**src/rtl/eew_pkg.sv**
```systemverilog
package eew_pkg;

    localparam int EEW_OP_W     = 8;
    localparam int EEW_ADDR_MAX = 16;

    typedef enum logic [2:0] {
        ST_IDLE,
        ST_REJECT,
        ST_WREN,
        ST_STANDBY,
        ST_WRITE,
        ST_SETTLE,
        ST_DONE
    } eew_state_t;

endpackage

```
**src/rtl/eew_frame.sv**
```systemverilog
module eew_frame
    import eew_pkg::*;
#(
    parameter int          OFFS_W   = 16,
    parameter int          DATA_W   = 16,
    parameter int          FRAME_W  = 40,
    parameter int          LEN_W    = 6,
    parameter logic [7:0]  OP_WRITE = 8'h02,
    parameter logic [7:0]  OP_A8    = 8'h08
) (
    input  logic [OFFS_W-1:0]  offset,
    input  logic [DATA_W-1:0]  data,
    input  logic               addr16,
    output logic [FRAME_W-1:0] bits,
    output logic [LEN_W-1:0]   len
);
    localparam int NBYTES = DATA_W / 8;
    localparam int PAD_W  = EEW_ADDR_MAX - 8;

    logic [DATA_W-1:0]       swapped;
    logic [EEW_ADDR_MAX-1:0] byte_addr;
    logic                    a8;
    logic [EEW_OP_W-1:0]     opcode;

    for (genvar b = 0; b < NBYTES; b++) begin : g_swap
        assign swapped[b*8 +: 8] = data[(NBYTES-1-b)*8 +: 8];
    end

    assign byte_addr = {offset[EEW_ADDR_MAX-2:0], 1'b0};
    assign a8        = !addr16 && (offset >= OFFS_W'(128));
    assign opcode    = a8 ? (OP_WRITE | OP_A8) : OP_WRITE;

    always_comb begin
        if (addr16) begin
            bits = {opcode, byte_addr, swapped};
            len  = LEN_W'(EEW_OP_W + EEW_ADDR_MAX + DATA_W);
        end else begin
            bits = {opcode, byte_addr[7:0], swapped, {PAD_W{1'b0}}};
            len  = LEN_W'(EEW_OP_W + 8 + DATA_W);
        end
    end

endmodule

```
**src/rtl/eew_shifter.sv**
```systemverilog
module eew_shifter #(
    parameter int FRAME_W  = 40,
    parameter int LEN_W    = 6,
    parameter int SCK_HALF = 2
) (
    input  logic               clk,
    input  logic               rst_n,
    input  logic               start,
    input  logic [FRAME_W-1:0] load_bits,
    input  logic [LEN_W-1:0]   load_len,
    output logic               sck_o,
    output logic               mosi_o,
    output logic               done_o
);
    localparam int PH_W = $clog2(SCK_HALF + 1);

    logic [FRAME_W-1:0] shreg;
    logic [LEN_W-1:0]   left;
    logic [PH_W-1:0]    phase;
    logic               active;

    always_ff @(posedge clk or negedge rst_n) begin
        if (!rst_n) begin
            shreg  <= '0;
            left   <= '0;
            phase  <= '0;
            active <= 1'b0;
            sck_o  <= 1'b0;
            done_o <= 1'b0;
        end else begin
            done_o <= 1'b0;
            if (start) begin
                shreg  <= load_bits;
                left   <= load_len;
                phase  <= '0;
                active <= 1'b1;
                sck_o  <= 1'b0;
            end else if (active) begin
                if (phase == PH_W'(SCK_HALF - 1)) begin
                    phase <= '0;
                    if (!sck_o) begin
                        sck_o <= 1'b1;
                    end else begin
                        sck_o <= 1'b0;
                        if (left == LEN_W'(1)) begin
                            active <= 1'b0;
                            done_o <= 1'b1;
                            shreg  <= '0;
                        end else begin
                            left  <= left - LEN_W'(1);
                            shreg <= shreg << 1;
                        end
                    end
                end else begin
                    phase <= phase + PH_W'(1);
                end
            end
        end
    end

    assign mosi_o = shreg[FRAME_W-1];

    // data moves only while the clock line is low
    a_r7_mosi_on_low: assert property (@(posedge clk) disable iff (!rst_n)
        !$stable(mosi_o) |-> !sck_o);

endmodule

```
**src/rtl/eew_timer.sv**
```systemverilog
module eew_timer #(
    parameter int W = 16
) (
    input  logic         clk,
    input  logic         rst_n,
    input  logic         load,
    input  logic [W-1:0] value,
    output logic         expired
);
    logic [W-1:0] cnt;

    always_ff @(posedge clk or negedge rst_n) begin
        if (!rst_n)
            cnt <= '0;
        else if (load)
            cnt <= value;
        else if (cnt != '0)
            cnt <= cnt - W'(1);
    end

    assign expired = (cnt == '0);

    // the wait counts down one per clock
    a_r8_count_down: assert property (@(posedge clk) disable iff (!rst_n)
        (!load && cnt != '0) |=> (cnt == $past(cnt) - W'(1)));

endmodule

```
**src/rtl/eeprom_word_writer.sv**
```systemverilog
module eeprom_word_writer
    import eew_pkg::*;
#(
    parameter int         SCK_HALF = 2,
    parameter int         OFFS_W   = 16,
    parameter int         DATA_W   = 16,
    parameter int         DELAY_W  = 16,
    parameter logic [7:0] OP_WREN  = 8'h06,
    parameter logic [7:0] OP_WRITE = 8'h02,
    parameter logic [7:0] OP_A8    = 8'h08
) (
    input  logic               clk,
    input  logic               rst_n,
    input  logic               req_valid,
    input  logic [OFFS_W-1:0]  req_offset,
    input  logic [DATA_W-1:0]  req_data,
    input  logic [OFFS_W-1:0]  cfg_word_count,
    input  logic               cfg_addr16,
    input  logic [DELAY_W-1:0] cfg_delay,
    output logic               spi_sck,
    output logic               spi_cs_n,
    output logic               spi_mosi,
    output logic               busy,
    output logic               done,
    output logic               err
);
    localparam int FRAME_W = EEW_OP_W + EEW_ADDR_MAX + DATA_W;
    localparam int LEN_W   = $clog2(FRAME_W + 1);

    eew_state_t state, nxt;

    logic [OFFS_W-1:0]  lat_off;
    logic [DATA_W-1:0]  lat_data;
    logic               lat_a16;
    logic               in_range;
    logic               accept;
    logic [FRAME_W-1:0] wr_bits;
    logic [LEN_W-1:0]   wr_len;
    logic [FRAME_W-1:0] sh_bits;
    logic [LEN_W-1:0]   sh_len;
    logic               sh_start;
    logic               sh_done;
    logic               tmr_load;
    logic               tmr_expired;

    assign in_range = (req_offset < cfg_word_count);
    assign accept   = (state == ST_IDLE) && req_valid;

    always_ff @(posedge clk or negedge rst_n) begin
        if (!rst_n)
            state <= ST_IDLE;
        else
            state <= nxt;
    end

    always_comb begin
        nxt = state;
        unique case (state)
            ST_IDLE:    if (req_valid) nxt = in_range ? ST_WREN : ST_REJECT;
            ST_REJECT:  nxt = ST_IDLE;
            ST_WREN:    if (sh_done) nxt = ST_STANDBY;
            ST_STANDBY: nxt = ST_WRITE;
            ST_WRITE:   if (sh_done) nxt = ST_SETTLE;
            ST_SETTLE:  if (tmr_expired) nxt = ST_DONE;
            ST_DONE:    nxt = ST_IDLE;
            default:    nxt = ST_IDLE;
        endcase
    end

    always_ff @(posedge clk or negedge rst_n) begin
        if (!rst_n) begin
            lat_off  <= '0;
            lat_data <= '0;
            lat_a16  <= 1'b0;
        end else if (accept) begin
            lat_off  <= req_offset;
            lat_data <= req_data;
            lat_a16  <= cfg_addr16;
        end
    end

    always_comb begin
        spi_cs_n = !((state == ST_WREN) || (state == ST_WRITE));
        busy     = (state != ST_IDLE);
        done     = (state == ST_DONE) || (state == ST_REJECT);
        err      = (state == ST_REJECT);
    end

    eew_frame #(
        .OFFS_W(OFFS_W), .DATA_W(DATA_W), .FRAME_W(FRAME_W), .LEN_W(LEN_W),
        .OP_WRITE(OP_WRITE), .OP_A8(OP_A8)
    ) u_frame (
        .offset(lat_off), .data(lat_data), .addr16(lat_a16),
        .bits(wr_bits), .len(wr_len)
    );

    assign sh_start = (accept && in_range) || (state == ST_STANDBY);
    assign sh_bits  = (state == ST_IDLE) ? {OP_WREN, {(FRAME_W-EEW_OP_W){1'b0}}} : wr_bits;
    assign sh_len   = (state == ST_IDLE) ? LEN_W'(EEW_OP_W) : wr_len;

    eew_shifter #(
        .FRAME_W(FRAME_W), .LEN_W(LEN_W), .SCK_HALF(SCK_HALF)
    ) u_shift (
        .clk(clk), .rst_n(rst_n), .start(sh_start),
        .load_bits(sh_bits), .load_len(sh_len),
        .sck_o(spi_sck), .mosi_o(spi_mosi), .done_o(sh_done)
    );

    assign tmr_load = (state == ST_WRITE) && sh_done;

    eew_timer #(.W(DELAY_W)) u_timer (
        .clk(clk), .rst_n(rst_n), .load(tmr_load),
        .value(cfg_delay), .expired(tmr_expired)
    );

    // out-of-range offset completes with error and no frame
    a_r1_reject: assert property (@(posedge clk) disable iff (!rst_n)
        (state == ST_IDLE && req_valid && req_offset >= cfg_word_count)
        |=> (done && err && spi_cs_n));

    // clock idles low outside a frame
    a_r7_sck_idle: assert property (@(posedge clk) disable iff (!rst_n)
        spi_cs_n |-> !spi_sck);

    // completion is a single-cycle pulse
    a_r8_done_pulse: assert property (@(posedge clk) disable iff (!rst_n)
        done |=> !done);

    // a request during a transaction leaves the captured word untouched
    a_r9_busy_hold: assert property (@(posedge clk) disable iff (!rst_n)
        (busy && req_valid) |=> ($stable(lat_off) && $stable(lat_data)));

    // write-enable frame ends with a standby cycle
    a_r2_standby: assert property (@(posedge clk) disable iff (!rst_n)
        (state == ST_WREN && sh_done) |=> spi_cs_n);

endmodule

```
**config.mk**
```make
export PLATFORM = sky130hd
export DESIGN_NAME = eeprom_word_writer
export DESIGN_NICKNAME = d
export VERILOG_FILES = /design/src/rtl/eew_pkg.sv /design/src/rtl/eew_frame.sv /design/src/rtl/eew_shifter.sv /design/src/rtl/eew_timer.sv /design/src/rtl/eeprom_word_writer.sv
export SDC_FILE = /design/constraint.sdc
export NUM_CORES = 1
export LEC_CHECK = 0
export BUFFER_PORTS_ARGS = -buffer_cell sky130_fd_sc_hd__buf_2
export CORE_MARGIN = 3
export CORE_UTILIZATION = 47
export CTS_CLUSTER_DIAMETER = 60
export DETAILED_ROUTE_END_ITERATION = 16
export PLACE_DENSITY = 0.76
export SYNTH_ARGS = -nofsm -noshare
export SYNTH_HDL_FRONTEND = slang
export SYNTH_SLANG_ARGS = --single-unit
export TNS_END_PERCENT = 20
```
**constraint.sdc**
```tcl
create_clock -name clk -period 2 [get_ports clk]
set_input_delay 0.2 -clock clk [delete_from_list [all_inputs] [get_ports clk]]
set_output_delay 0.2 -clock clk [all_outputs]
set_load 0.03 [all_outputs]
```
==> results of run 1 <==
## final cells by class
type,instances,area (um2),area share
clock buffer,9,225,0.0333
timing repair buffer,132,887,0.131
inverter,50,188,0.0278
tap,140,175,0.0259
multi-input combinational,462,2620,0.388
clock inverter,7,81.3,0.0120
sequential,103,2580,0.381
## state kept, by name, indices dropped and copies added, names as in the netlist
signal,flops
u_shift.sck_o,1
u_shift.active,1
lat_data,16
u_shift.done_o,1
lat_a16,1
u_shift.shreg,40
state,3
u_shift.phase,2
lat_off,16
u_timer.cnt,16
u_shift.left,6
## how the worst max path moves through the flow
stage	start	slack (ns)	to	cells after the start
4_1_cts	u_timer.cnt[10]$_DFFE_PN0P_	-0.24	u_timer.cnt[15]$_DFFE_PN0P_	7
6_report	u_timer.cnt[10]$_DFFE_PN0P_	-0.22	u_timer.cnt[15]$_DFFE_PN0P_	7
2_1_floorplan	u_timer.cnt[10]$_DFFE_PN0P_	-0.19	u_timer.cnt[6]$_DFFE_PN0P_	7
3_5_place_dp	req_offset[14]	-0.34	u_shift.phase[1]$_DFFE_PN0P_	10
3_3_place_gp	req_offset[1]	-0.25	u_shift.phase[1]$_DFFE_PN0P_	10
5_1_grt	u_timer.cnt[10]$_DFFE_PN0P_	-0.36	u_timer.cnt[15]$_DFFE_PN0P_	7
## what timing repair did
item,in CTS,in global routing
hold buffers,1,0
pin swaps,1,0
gates cloned,0,0
endpoints found under the hold margin,103,0
endpoints found under the setup margin,16,29
buffers inserted,0,1
gates resized for setup,2,7
## placed cells by master (no fill, tap or decap), types with 6 or more instances in the layout
| master | n |
|---|---|
| buf_4 | 51 |
| buf_2 | 72 |
| a21oi_1 | 89 |
| dfrtp_1 | 103 |
| xnor2_1 | 9 |
| inv_1 | 50 |
| mux2i_1 | 22 |
| nand3_1 | 6 |
| nor2_1 | 77 |
| ha_1 | 18 |
| clkbuf_16 | 9 |
| o21ai_0 | 11 |
| a22oi_1 | 15 |
| nand2_1 | 129 |
| nor3_1 | 9 |
| o31ai_1 | 6 |
## where the power goes
group / switching [W] / internal (W) / leakage, nW
combinational: 0.000110 / 0.000113 / 1.83
sequential: 0 / 0.00208 / 1.36
clock: 0.000808 / 0.000986 / 0.140
total: 0.000918 / 0.00318 / 3.33
## stage by stage
stage                     area, um2  utilization
final                          6760        0.605
after global routing           6760        0.605
after CTS                      6720        0.602
after detailed placement       6390        0.572
after global placement         6390        0.572
after floorplan                5530            -
## critical path, cell delays in order, from the launching register on
cell	delay [ns]
dfrtp_1	0.38
or4_4	0.54
or4_4	0.46
nor4_4	0.19
buf_6	0.18
nor3_1	0.05
a211oi_1	0.22
a21oi_1	0.07
## layer usage
layer  share of wire  vias to the layer above
met1            0.45                     2325
met2            0.48                      167
met4           0.015                        0
met3           0.051                       20
met5               0                        -
li1                -                     2407
## cell families after synthesis
kind of cell | after synthesis
AND/OR/NAND/NOR | 256
flip-flops | 103
adder cells (fa/ha/maj) | 18
multiplexers | 24
XOR/XNOR | 14
AO/OA/AOI/OAI | 150
buffers and inverters | 90
==> flow_metrics.env, run 1 <==
export IMPL_outcome="complete, but fails checks"
export IMPL_violations="negative setup slack"
export IMPL_hold_viol=0
export IMPL_grt_overflow=0
export IMPL_ys_warn_count=0
export IMPL_clockBufferDepth=2
export IMPL_cts_max_level=3
export IMPL_gp_congestion=0.832
export IMPL_cp_start_kind="flop"
export IMPL_clkSinkCount=103
export IMPL_seq_area_frac_synth=0.467
export IMPL_p_leak_nw=3.33
export IMPL_period_share=1.11
export IMPL_synth_xor_xnor_area_share=0.0222
export IMPL_grt_max_degree=104
export IMPL_nNetsFinal=844
export IMPL_holdPathEnd="lat_data[13]$_DFFE_PN0P_"
export IMPL_use_met2=0.339
export IMPL_grt_pass1_wl_mm=22.9
export IMPL_vias=4919
export IMPL_drv_cap=0
export IMPL_hold_path_depth=3
export IMPL_tns_ns=-1.94
export IMPL_synth_cell_types=49
export IMPL_ys_top_cells_by_area="dfrtp_1, nand2_1, a21oi_1"
export IMPL_worst_r2r_endpoint="u_timer.cnt[15]$_DFFE_PN0P_"
export IMPL_synth_simple_area_share=0.200
export IMPL_remaining_drc_errors=0
export IMPL_arrival_ns=2.43
export IMPL_peakVddDrop_v=0.000425
export IMPL_maxSlewHeadroom=0.609
export IMPL_muxShareOfSynthArea=0.0440
export IMPL_netlist_area_um2=5520
export IMPL_synth_async_reset_ratio=1.00
export IMPL_total_power_w=0.00410
export IMPL_timing_worst_setup_path_type="flop to flop"
export IMPL_max_freq_mhz=451
export IMPL_synth_top_family_by_area="simple AND/OR/NAND/NOR gates"
export IMPL_die_w_um=114
export IMPL_hold_slack_ns=0.0456
export IMPL_wirelength_mm=13.2
export IMPL_min_period_ns=2.22
export IMPL_drv_slew=0
export IMPL_worst_slack_ns=-0.215
export IMPL_place_ws_ns=-0.341
export IMPL_synth_compound_area_frac=0.161
export IMPL_clk_insertion_delay_late_ns=0.34
export IMPL_cts_tree="done"
export IMPL_synth_edf_count=0
export IMPL_yosys_area_top_type_share=0.467
export IMPL_rrSetupSlack_ns=-0.22
export IMPL_start_util=0.494
export IMPL_fin_skew_ns=0.00933
export IMPL_antenna_found_initial=0
export IMPL_grt_total_usage=0.213
export IMPL_syn_num_nets=741
export IMPL_num_rows=38
export IMPL_core_area_um2=11200
export IMPL_syn_avg_cell_area_um2=8.42
export IMPL_powerDensity_nw_per_um2=607
export IMPL_tightestPinTransition_ns=0.586
export IMPL_clk_pin_slew_ns=0.07
export IMPL_reg2reg_from="u_timer.cnt[10]$_DFFE_PN0P_"
export IMPL_ys_ff_latch=103
export IMPL_rsz0062_at_grt="yes"
export IMPL_min_delay_start="req_data[13]"
export IMPL_drive_above_1_share=0.212
export IMPL_drtPass1Iterations=5
export IMPL_io_buffers=73
export IMPL_met1_usage=0.297
export IMPL_syn_to_final_growth_pct=22.5
export IMPL_synthCells=655
export IMPL_synth_common_cells="nand2_1, dfrtp_1, a21oi_1"
export IMPL_synth_most_common_cell="nand2_1"
export IMPL_cts_root_buf="clkbuf_16"
export IMPL_synth_top_area_cell="dfrtp_1"
export IMPL_drt_vias_per_instance=5.45
export IMPL_ios=74
export IMPL_grt_busiest_layer="met2"
export IMPL_yosys_area_share_adder=0.0408
export IMPL_die_h_um=114
export IMPL_first_iter_violations=404
export IMPL_fin_cells=903
export IMPL_antenna_cells=0
export IMPL_dieArea_um2=13100
export IMPL_setup_violations=17
export IMPL_path_max_fanout=9
export IMPL_placedCellCount=885
export IMPL_ant_nets=0
export IMPL_required_ns=2.22
export IMPL_numCtsBuffers=9
export IMPL_dpl_hpwl_mm=9.46
export IMPL_r2r_worst_path_cells=7
export IMPL_met3_usage=0.0349
export IMPL_fillers=919
export IMPL_synthFlopType="dfrtp_1"
export IMPL_grt_pass1_vias=4905
export IMPL_hp_class="input port to flop"
export IMPL_post_drt_wl_per_cell_um=14.7
export IMPL_cp_end_kind="flop"
No activity file was read; power rests on OpenSTA's default activity.
==> run 2: changes to the inputs <==
- ABC_AREA: not set -> 1
- PLACE_DENSITY: 0.76 -> 0.75
==> run 2 against run 1 <==
Compared with the run above: the flow now finishes without violations; clock-buffer cell count rose by 1; global-route usage shrank 1.8 points; non-clock buffer count fell by 35; critical path depth rose by 4; clock power up 15%; largest cell class unchanged.
==> flow_metrics.env, run 2 <==
export IMPL_worst_path_dominant_cell_family="simple AND/OR/NAND/NOR gates"
export IMPL_hold_viol=0
export IMPL_syn_num_nets=919
export IMPL_die_h_um=118
export IMPL_synth_async_reset_ratio=1.00
export IMPL_remaining_drc_errors=0
export IMPL_timing_worst_setup_path_type="flop to flop"
export IMPL_cp_end_kind="flop"
export IMPL_hold_slack_ns=0.0491
export IMPL_drv_slew=0
export IMPL_utilization=0.569
export IMPL_drive_above_1_share=0.164
export IMPL_num_rows=40
export IMPL_ant_nets=0
export IMPL_largest_reg_flops=40
export IMPL_final_cell_mix="nand2_1, dfrtp_1, inv_1"
export IMPL_dieArea_um2=14000
export IMPL_maxSlewHeadroom=0.620
export IMPL_tightestPinTransition_ns=0.570
export IMPL_grt_pass1_vias=4931
export IMPL_drt_vias_per_instance=4.90
export IMPL_outcome="complete, no violations"
export IMPL_io_buffers=73
export IMPL_first_iter_violations=460
export IMPL_start_util=0.487
export IMPL_regMostFlops="u_shift.shreg"
export IMPL_clk_insertion_delay_late_ns=0.34
export IMPL_nNetsFinal=991
export IMPL_grt_max_degree=67
export IMPL_total_power_w=0.00968
export IMPL_peakVddDrop_v=0.000661
export IMPL_final_common_cell="nand2_1"
export IMPL_grt_overflow=0
export IMPL_fillers=1156
export IMPL_syn_avg_cell_area_um2=7.11
export IMPL_setup_violations=0
export IMPL_min_period_ns=1.89
export IMPL_syn_to_final_growth_pct=16.9
export IMPL_synth_top_area_cell="dfrtp_1"
export IMPL_seqCellArea_um2=2580
export IMPL_netlist_area_um2=5920
export IMPL_critPathSlowestCell="dfrtp_1"
export IMPL_cts_max_level=3
export IMPL_grt_total_usage=0.195
export IMPL_drtPass1Iterations=5
export IMPL_vias=5287
export IMPL_synthFlopType="dfrtp_1"
export IMPL_clkSinkCount=103
export IMPL_period_share=0.947
export IMPL_numCtsBuffers=9
export IMPL_synth_edf_count=0
export IMPL_ys_top_cells_by_area="dfrtp_1, nand2_1, inv_1"
export IMPL_cts_tree="done"
export IMPL_yosys_area_top_type_share=0.435
export IMPL_ys_warn_count=0
export IMPL_synth_cell_types=35
export IMPL_path_max_fanout=5
export IMPL_fin_skew_ns=0.00351
export IMPL_antenna_cells=0
export IMPL_path_buf_inv=3
export IMPL_clk_pin_slew_ns=0.07
export IMPL_required_ns=2.22
export IMPL_synth_most_common_cell="nand2_1"
export IMPL_gp_congestion=0.847
export IMPL_seq_area_frac_synth=0.435
export IMPL_core_area_um2=12200
export IMPL_synth_common_cells="nand2_1, dfrtp_1, inv_1"
export IMPL_rrSetupSlack_ns=0.11
export IMPL_clockBufferDepth=2
export IMPL_cp_start_kind="flop"
export IMPL_hp_class="input port to flop"
export IMPL_p_leak_nw=3.98
export IMPL_synthCells=833
export IMPL_post_drt_wl_per_cell_um=12.3
export IMPL_crit_chain="inv_2 -> ha_4 -> nand4_1 -> nor2_2 -> inv_1 -> nor2_2 -> nand2_2 -> nor2_4 -> inv_1 -> o211ai_1 -> o21ai_0"
export IMPL_ys_ff_latch=103
export IMPL_antenna_found_initial=0
export IMPL_cts_root_buf="clkbuf_16"
export IMPL_slowest_delay_ns=0.41
export IMPL_die_w_um=118
export IMPL_drv_cap=0
export IMPL_grt_pass1_wl_mm=22.8
export IMPL_max_freq_mhz=528
export IMPL_powerDensity_nw_per_um2=1400
export IMPL_dpl_hpwl_mm=9.11
export IMPL_ios=74
export IMPL_wirelength_mm=13.2
export IMPL_multi_input_area_um2=2810
export IMPL_arrival_ns=2.11
==> run 2: changes by cell type in the layout (fill, tap and decap cells not counted), moves of 10 or more <==
cell,delta
inv_1,+44
nand2_1,+223
mux2i_1,-22
nor2_1,-42
or2_2,+14
a21oi_1,-66
o211ai_1,+23
nand3_1,+54
o21ai_0,+10
a22oi_1,-15
buf_4,-30
==> run 2: metal layers <==
metal	global-route usage	wire (um)
met5	0	0
met4	0.0498	100
met3	0.0349	781
met2	0.303	5860
met1	0.282	6480
==> run 2: final cells by class <==
| class | count | area share |
|---|---|---|
| clock buffers | 10 | 0.0345 |
| clock inverters | 6 | 0.0166 |
| inverters | 101 | 0.0551 |
| multi-input cells | 593 | 0.406 |
| flip-flops and latches | 103 | 0.372 |
| well taps | 168 | 0.0304 |
| repair buffers | 97 | 0.0849 |
==> run 2: cell families (layout without fill, tap and decap cells) <==
kind of cell,count (synthesis),count (layout),synth area share
AND/OR/NAND/NOR,492,492,0.344
buffers and inverters,137,214,0.0949
flip-flops,103,103,0.435
AO/OA/AOI/OAI,76,76,0.0778
adder cells (fa/ha/maj),18,18,0.0380
XOR/XNOR,7,7,0.0104
==> run 2: timing repair <==
action,CTS,global route
setup endpoints to repair,0,34
gates resized for setup,0,11
hold buffers,1,0
hold endpoints to repair,11,0
setup buffers,0,4
==> run 2: report_power, final <==
group / leakage (nW) / internal [W] / switching, W / total [W]
Combinational: 2.51 / 0.00148 / 0.00261 / 0.00409
Sequential: 1.30 / 0.00292 / 0.000610 / 0.00353
Clock: 0.170 / 0.00127 / 0.000796 / 0.00206
==> run 2: final timing paths <==
check / start / end / depth (start not counted)
min: req_data[0] / lat_data[0]$_DFFE_PN0P_ / 3
max in group asynchronous: rst_n / lat_data[10]$_DFFE_PN0P_ / 3
max: u_timer.cnt[0]$_DFFE_PN0P_ / u_timer.cnt[1]$_DFFE_PN0P_ / 11
min in group asynchronous: rst_n / u_shift.sck_o$_DFFE_PN0P_ / 2
min reg2reg: u_shift.shreg[32]$_DFFE_PN0P_ / u_shift.shreg[32]$_DFFE_PN0P_ / 2
max reg2reg: u_timer.cnt[0]$_DFFE_PN0P_ / u_timer.cnt[1]$_DFFE_PN0P_ / 11
==> run 2: per-stage QoR <==
step,worst slack (ns),instances,instance area [um2],setup TNS (ns)
global placement,0.00268,1057,6500,0
detailed placement,-0.0356,1057,6500,-0.334
finish,0.107,1078,6920,0
global route,-0.0558,1078,6920,-0.135
floorplan,0.310,833,5920,0
CTS,0.00600,1074,6860,0
==> run 2: tightest hold or removal path, cell delays in order <==
cell and delay [ns]:
buf_2 0.07, nand2_1 0.04, nand2_1 0.05
==> run 3: changes to the inputs <==
- CORE_UTILIZATION: 47 -> 53
- PLACE_DENSITY: 0.75 -> 0.83
==> run 3 against run 2 <==
Compared with the run above: critical endpoint is now state[1]$_DFFE_PN0P_; routed wire length shrank 1.9%; register-to-register slack lost 0.02 ns; via count grew 0.70%; clock skew grew 0.010 ns; sequential share of layout area grew 1.1 points; worst setup slack lost 0.022 ns; clock power shrank 35%; maximum frequency shrank 1.1%; non-clock buffer count shrank 1; power shrank 7.0%; largest power group unchanged; combinational power grew 1%.
==> flow_metrics.env, run 3 (same netlist as run 2, synthesis figures left out) <==
export IMPL_hold_viol=0
export IMPL_p_leak_nw=3.91
export IMPL_clk_insertion_delay_late_ns=0.38
export IMPL_die_h_um=112
export IMPL_reg2reg_from="u_timer.cnt[0]$_DFFE_PN0P_"
export IMPL_rrSetupSlack_ns=0.09
export IMPL_use_met2=0.330
export IMPL_dpl_hpwl_mm=9.12
export IMPL_peakVddDrop_v=0.000878
export IMPL_maxSlewHeadroom=0.639
export IMPL_outcome="complete, no violations"
export IMPL_ios=74
export IMPL_clockBufferDepth=2
export IMPL_period_share=0.957
export IMPL_required_ns=2.32
export IMPL_grt_pass1_vias=4804
export IMPL_dieArea_um2=12500
export IMPL_path_max_fanout=3
export IMPL_first_iter_violations=435
export IMPL_start_util=0.558
export IMPL_drt_vias_per_instance=5.09
export IMPL_r2r_worst_path_cells=12
export IMPL_grt_busiest_layer="met2"
export IMPL_cts_max_level=3
export IMPL_setup_violations=0
export IMPL_worst_r2r_endpoint="state[1]$_DFFE_PN0P_"
export IMPL_post_drt_wl_per_cell_um=12.4
export IMPL_hold_path_depth=3
export IMPL_drv_slew=0
export IMPL_grt_overflow=0
export IMPL_cp_start_kind="flop"
export IMPL_nNetsFinal=990
export IMPL_wirelength_mm=13.0
export IMPL_largest_reg_flops=40
export IMPL_drive_above_1_share=0.157
export IMPL_place_ws_ns=-0.0308
export IMPL_vias=5324
export IMPL_hp_class="input port to flop"
export IMPL_post_dp_cell_area_um2=6480
export IMPL_cts_tree="done"
export IMPL_p_int_w=0.00501
export IMPL_regMostFlops="u_shift.shreg"
export IMPL_grt_max_degree=41
export IMPL_met1_usage=0.302
export IMPL_placedCellCount=1025
export IMPL_power_frac_seq=0.392
export IMPL_tightestPinTransition_ns=0.542
export IMPL_final_cell_mix="nand2_1, dfrtp_1, inv_1"
export IMPL_gp_congestion=0.796
export IMPL_worst_slack_ns=0.0853
export IMPL_syn_to_final_growth_pct=13.5
export IMPL_antenna_cells=0
export IMPL_num_rows=37
export IMPL_clkSinkCount=103
export IMPL_clk_pin_slew_ns=0.10
export IMPL_max_freq_mhz=522
export IMPL_clockPowerShare=0.148
export IMPL_drv_cap=0
export IMPL_hold_slack_ns=0.0176
export IMPL_remaining_drc_errors=0
export IMPL_min_period_ns=1.91
export IMPL_cp_end_kind="flop"
export IMPL_swShare=0.443
export IMPL_grt_pass1_wl_mm=22.0
export IMPL_antenna_found_initial=0
export IMPL_min_delay_start="req_data[11]"
export IMPL_comb_power_share=0.459
export IMPL_final_cell_area_um2=6720
export IMPL_timing_worst_setup_path_type="flop to flop"
export IMPL_p_sw_w=0.00399
export IMPL_io_buffers=73
export IMPL_arrival_ns=2.23
export IMPL_core_area_um2=10600
export IMPL_holdPathEnd="lat_data[11]$_DFFE_PN0P_"
export IMPL_numCtsBuffers=9
export IMPL_fin_cells=1045
export IMPL_final_common_cell="nand2_1"
export IMPL_rsz0062_at_grt="yes"
export IMPL_ant_nets=0
export IMPL_met3_usage=0.0457
export IMPL_grt_total_usage=0.210
export IMPL_fin_skew_ns=0.0136
export IMPL_cts_root_buf="clkbuf_8"
export IMPL_powerDensity_nw_per_um2=1340
export IMPL_drtPass1Iterations=5
export IMPL_die_w_um=112
export IMPL_total_power_w=0.00900
-- run 3: cell type report --
type | count | area (um2)
multi-input cells | 593 | 2790
fillers | 955 | 3880
flip-flops and latches | 103 | 2580
repair buffers | 96 | 606
clock buffers | 10 | 128
well taps | 136 | 170
clock inverters | 6 | 68.8
inverters | 101 | 382
-- run 3: power by group through the flow --
stage / clock network (W) / logic, W / registers [W]
6_report: 0.00133 / 0.00414 / 0.00353
5_1_grt: 0.00144 / 0.00470 / 0.00363
4_1_cts: 0.00137 / 0.00411 / 0.00351
3_5_place_dp: 0 / 0.00410 / 0.00354
3_3_place_gp: 0 / 0.00398 / 0.00353
2_1_floorplan: 0 / 0.00317 / 0.00342
-- run 3: what timing repair did --
item | in CTS | in global routing
gates resized for setup | 0 | 5
setup buffers | 0 | 3
hold buffers | 1 | 0
hold endpoints to repair | 32 | 0
setup endpoints to repair | 0 | 57
-- run 3: routing by layer --
layer	wire length, um	share of wire
met4	115	0.0089
met2	5780	0.45
met5	0	0
met1	6210	0.48
met3	872	0.067
-- run 3: worst max path at each step --
stage | endpoint | from
after floorplan | u_shift.shreg[39]$_DFFE_PN0P_ | state[2]$_DFFE_PN0P_
after global placement | u_shift.shreg[35]$_DFFE_PN0P_ | req_offset[15]
after detailed placement | u_shift.shreg[6]$_DFFE_PN0P_ | req_offset[7]
after CTS | state[1]$_DFFE_PN0P_ | u_timer.cnt[0]$_DFFE_PN0P_
after global routing | state[1]$_DFFE_PN0P_ | u_timer.cnt[0]$_DFFE_PN0P_
final | state[1]$_DFFE_PN0P_ | u_timer.cnt[0]$_DFFE_PN0P_
-- run 3: critical path, cell delays in order, from the launching register on --
cell and delay (ns):
dfrtp_1 0.39, inv_1 0.08, ha_2 0.20, nand4_1 0.17, nor2_2 0.17, inv_1 0.09
nor2_2 0.14, nand2_2 0.08, nand2_1 0.10, o21ai_0 0.09, a21oi_1 0.18, nand2_1 0.10
nand2_1 0.07
-- run 3: per-stage QoR --
step | setup TNS [ns] | utilization
6_report | 0 | 0.634
2_1_floorplan | 0 | -
3_5_place_dp | -0.291 | 0.611
5_1_grt | -0.202 | 0.634
3_3_place_gp | 0 | 0.611
4_1_cts | 0 | 0.631
